--- src/rtl/mealy_seq_pkg.sv ---
// Package: shared codes for the four-state sequencer.
// Assumes a 2-bit state code and a 2-bit symbol code.
package mealy_seq_pkg;
    localparam int ST_W  = 2;
    localparam int SYM_W = 2;

    typedef enum logic [ST_W-1:0] {
        ST_A = 2'b00,
        ST_B = 2'b01,
        ST_C = 2'b10,
        ST_D = 2'b11
    } state_t;

    typedef enum logic [SYM_W-1:0] {
        SYM_IDLE = 2'b00,
        SYM_S1   = 2'b01,
        SYM_S2   = 2'b10,
        SYM_S3   = 2'b11
    } sym_t;
endpackage

--- src/rtl/mealy_seq_next.sv ---
// Module: next-state and transition-symbol table.
// Purely combinational. Assumes the caller gates the table with the strobe.
module mealy_seq_next
    import mealy_seq_pkg::*;
(
    input  state_t cur_st,
    input  logic   bit_in,
    output state_t nxt_st,
    output sym_t   tr_sym
);
    // Table lookup: one destination state and one symbol per (state, bit) pair.
    always_comb begin
        nxt_st = cur_st;
        tr_sym = SYM_S1;
        unique case (cur_st)
            ST_A: begin nxt_st = bit_in ? ST_C : ST_B; tr_sym = SYM_S1; end
            ST_B: begin nxt_st = bit_in ? ST_D : ST_B; tr_sym = bit_in ? SYM_S3 : SYM_S2; end
            ST_C: begin nxt_st = bit_in ? ST_C : ST_D; tr_sym = bit_in ? SYM_S1 : SYM_S3; end
            ST_D: begin nxt_st = ST_D;                  tr_sym = bit_in ? SYM_S2 : SYM_S3; end
            default: begin nxt_st = ST_A; tr_sym = SYM_IDLE; end
        endcase
    end
endmodule

--- src/rtl/mealy_seq_reg.sv ---
// Module: state register with synchronous active-low reset and a load enable.
// Assumes the enable is the input strobe.
module mealy_seq_reg
    import mealy_seq_pkg::*;
(
    input  logic   clk,
    input  logic   rst_n,
    input  logic   ld_en,
    input  state_t d_st,
    output state_t q_st
);
    // Holds the present state. Reset forces A; otherwise load only when enabled.
    always_ff @(posedge clk) begin
        if (!rst_n)     q_st <= ST_A;
        else if (ld_en) q_st <= d_st;
    end
endmodule

--- src/rtl/mealy_seq_top.sv ---
// Module: four-state Mealy sequencer top.
// The output symbol is combinational from the state and the strobed bit.
// Assumes the inputs are synchronous to clk.
module mealy_seq_top
    import mealy_seq_pkg::*;
(
    input  logic             clk,
    input  logic             rst_n,
    input  logic             bit_in,
    input  logic             bit_vld,
    output logic [SYM_W-1:0] sym_out,
    output logic [ST_W-1:0]  state_out
);
    state_t cur_st, nxt_st;
    sym_t   tr_sym;

    mealy_seq_next u_next (.cur_st(cur_st), .bit_in(bit_in), .nxt_st(nxt_st), .tr_sym(tr_sym));
    mealy_seq_reg  u_reg  (.clk(clk), .rst_n(rst_n), .ld_en(bit_vld), .d_st(nxt_st), .q_st(cur_st));

    // Output gating: idle code while the strobe is low.
    always_comb begin
        sym_out   = bit_vld ? tr_sym : SYM_IDLE;
        state_out = cur_st;
    end
endmodule

--- config.mk ---
export PLATFORM = sky130hd
export DESIGN_NAME = mealy_seq_top
export DESIGN_NICKNAME = d
export VERILOG_FILES = /design/src/rtl/mealy_seq_pkg.sv /design/src/rtl/mealy_seq_next.sv /design/src/rtl/mealy_seq_reg.sv /design/src/rtl/mealy_seq_top.sv
export SDC_FILE = /design/constraint.sdc
export NUM_CORES = 1
export LEC_CHECK = 0
export BUFFER_PORTS_ARGS = -buffer_cell sky130_fd_sc_hd__buf_2
export CORE_AREA = 2 2 39 41
export DETAILED_ROUTE_END_ITERATION = 10
export DIE_AREA = 0 0 41 43
export PLACE_DENSITY = 0.3
export SYNTH_ARGS = -nofsm -noshare
export SYNTH_HDL_FRONTEND = slang
export SYNTH_HIERARCHICAL = 1
export SYNTH_SLANG_ARGS = --single-unit
export TNS_END_PERCENT = 5
--- constraint.sdc ---
create_clock -name clk -period 1.15 [get_ports clk]
set_input_delay 0 -clock clk [delete_from_list [all_inputs] [get_ports clk]]
set_output_delay 0 -clock clk [all_outputs]
set_load 0.01 [all_outputs]
==> reports/qor.yml <==
status: "finished, final reports clean"
vdd_drop_max_mv: 0.3641
cts_htree_levels: 1
yosys_warnings: 6
diodes: 0
fmax_mhz: 969.9
fin_crit_ns: 1.031
ys_ff_latch: 2
end_kind: "output pin"
cts_made_buffers: 3
synth.top_cells.by_area: "dfxtp_1, mux2i_1, and2_1"
largest_reg_flops: 2
drt_iter0_drc: 1
sw_frac_of_total_pct: 23.55
ys_seq_area_share_pct: 32.99
row_count: 14
viasPerCell: 3.000
num_io_pins: 8
ant_nets: 0
p_int_mw: 0.2194
grt_start_max_net_pins: 6
drcViolationCount: 0
clkSlewWorstSetupHoldPaths_ns: 0.03
die_x_microns: 41
pwr-share-seq_pct: 28.7
fin_util_pct: 15.19
synth_top_area_cell: "dfxtp_1"
area_delta_synth_final_pct: 73.20
cts_buffer_depth: 2
syn_inst: 14
power_frac_comb_pct: 17.4
path_class: "reg -> out"
powerDensity_nw_per_um2: 1365
final.fill_count: 153
drive_above_1_share_pct: 44.00
tightest_slew_ns: 0.1525
wl_per_cell_microns: 7.171
initial_core_util_pct: 8.770
final.setup_skew_ns: 0
die_h_microns: 43
coreArea_sq_um: 1384
power_mw: 0.2870
hold_ws_ns: 0.1122
postSynthAreaPerCell_sq_um: 8.669
vias: 123
power_leakage_nw: 0.1092
maxCapViolations: 0
clkLatencyLatePin_ns: 0.22
grt_usage_pct: 4.509
p_clk_share_pct: 53.9
maxSlewHeadroom_pct: 89.54
regMostFlops: "u_reg/q_st"
period_share_pct: 89.65
dieArea_sq_um: 1763
setup_viol: 0
grt-ovfl-total: 0
syn_area_sq_um: 121.4
nNetsFinal: 31
p_sw_mw: 0.06760
antenna_found_initial: 0
cts.sinks: 2
synth_nets: 18
grt_pass1_vias: 102
place.gp.congestion: 0.4865
synth_cell_types: 10
worst_setup_path_start_kind: "flop"
grt_pass1_wl_microns: 434
cp.required_ns: 1.15
fin_setup_tns_ns: 0
rsz0062_at_grt: "false"
hold_viol_final: 0
cp_max_fo: 5
synth_top_area_share_pct: 32.99
cp.arrival_ns: 1.03
maxSlewViolCount: 0
detail_route.first_pass.iterations: 4
portBuffers: 7
clockRootBuffer: "clkbuf_4"
reg.largest.list: "u_reg/q_st: 2 flops"
routed_wl_microns: 294
min_path_type: "in -> reg"
cts_tree: "yes"
cell families after synthesis:
group,synth area share [%]
buffers and inverters,3.090
multiplexers,16.50
XOR/XNOR,7.218
AND/OR/NAND/NOR,34.02
AO/OA/AOI/OAI,6.188
flip-flops,32.99
routing by layer:
metal / part of all wire (%) / up-vias / global-route usage (%)
met5: 0 / - / 0
met4: 0 / 0 / 6.000
met3: 15 / 0 / 4.712
met2: 30 / 8 / 3.438
met1: 55 / 48 / 5.112
li1: - / 67 / -
synthesized netlist by cell type:
cell	n
a21o_1	1
nand2_1	1
mux2i_1	2
nor2b_1	2
and2_1	2
dfxtp_1	2
inv_1	1
nand2b_1	1
or2_1	1
xnor2_1	1
worst paths after layout:
check                             start                    endpoint  slack (ns)  depth (start not counted)
min reg2reg  u_reg/q_st[1]$_SDFFE_PN0P_  u_reg/q_st[1]$_SDFFE_PN0P_        0.57                          2
max          u_reg/q_st[1]$_SDFFE_PN0P_                  sym_out[0]        0.12                          4
max reg2reg  u_reg/q_st[1]$_SDFFE_PN0P_  u_reg/q_st[1]$_SDFFE_PN0P_        0.28                          3
min                             bit_vld  u_reg/q_st[1]$_SDFFE_PN0P_        0.11                          3
what timing repair did:
item / CTS / global route
endpoints found under the hold margin: 2 / 0
hold buffers: 1 / 0
buffers inserted: 0 / 0
endpoints found under the setup margin: 0 / 1
gates resized for setup: 0 / 1
worst max-delay path: stages, from the launching register on:
cell	delay, ns
dfxtp_2	0.33
xnor2_1	0.14
nand2_1	0.06
and2_1	0.14
buf_2	0.13
power groups by stage:
stage | sequential (mW) | clock, mW | combinational, mW
2_1_floorplan | 0.0839 | 0 | 0.0251
3_3_place_gp | 0.0816 | 0 | 0.0465
3_5_place_dp | 0.0825 | 0 | 0.0475
4_1_cts | 0.0817 | 0.166 | 0.0503
5_1_grt | 0.0833 | 0.179 | 0.0564
6_report | 0.0823 | 0.155 | 0.0500
final cells by class:
type	count	area, sq um	area share (%)
Multi-Input combinational cell	11	77.57	36.90
Timing Repair Buffer	8	45.04	21.43
Sequential cell	2	41.29	19.64
Clock buffer	3	22.52	10.71
Tap cell	16	20.02	9.524
Inverter	1	3.754	1.786
stage by stage:
stage | cells | worst slack, ns | cell area, sq um
6_report | 41 | 0.1190 | 210.2
5_1_grt | 41 | 0.03386 | 210.2
4_1_cts | 41 | 0.06075 | 209.0
3_5_place_dp | 37 | 0.2656 | 176.4
3_3_place_gp | 37 | 0.2855 | 176.4
2_1_floorplan | 14 | 0.2890 | 121.4
cells in the final DEF, fill, tap and decap left out:
cell type and count:
a21o_1 1, and2_1 2, buf_2 7, clkbuf_4 3, dfxtp_1 1, dfxtp_2 1, dlygate4sd3_1 1, inv_1 1
mux2i_1 2, nand2_1 1, nand2b_1 1, nor2b_1 2, or2_1 1, xnor2_1 1
Note: power is estimated with default switching activity, not from simulation.
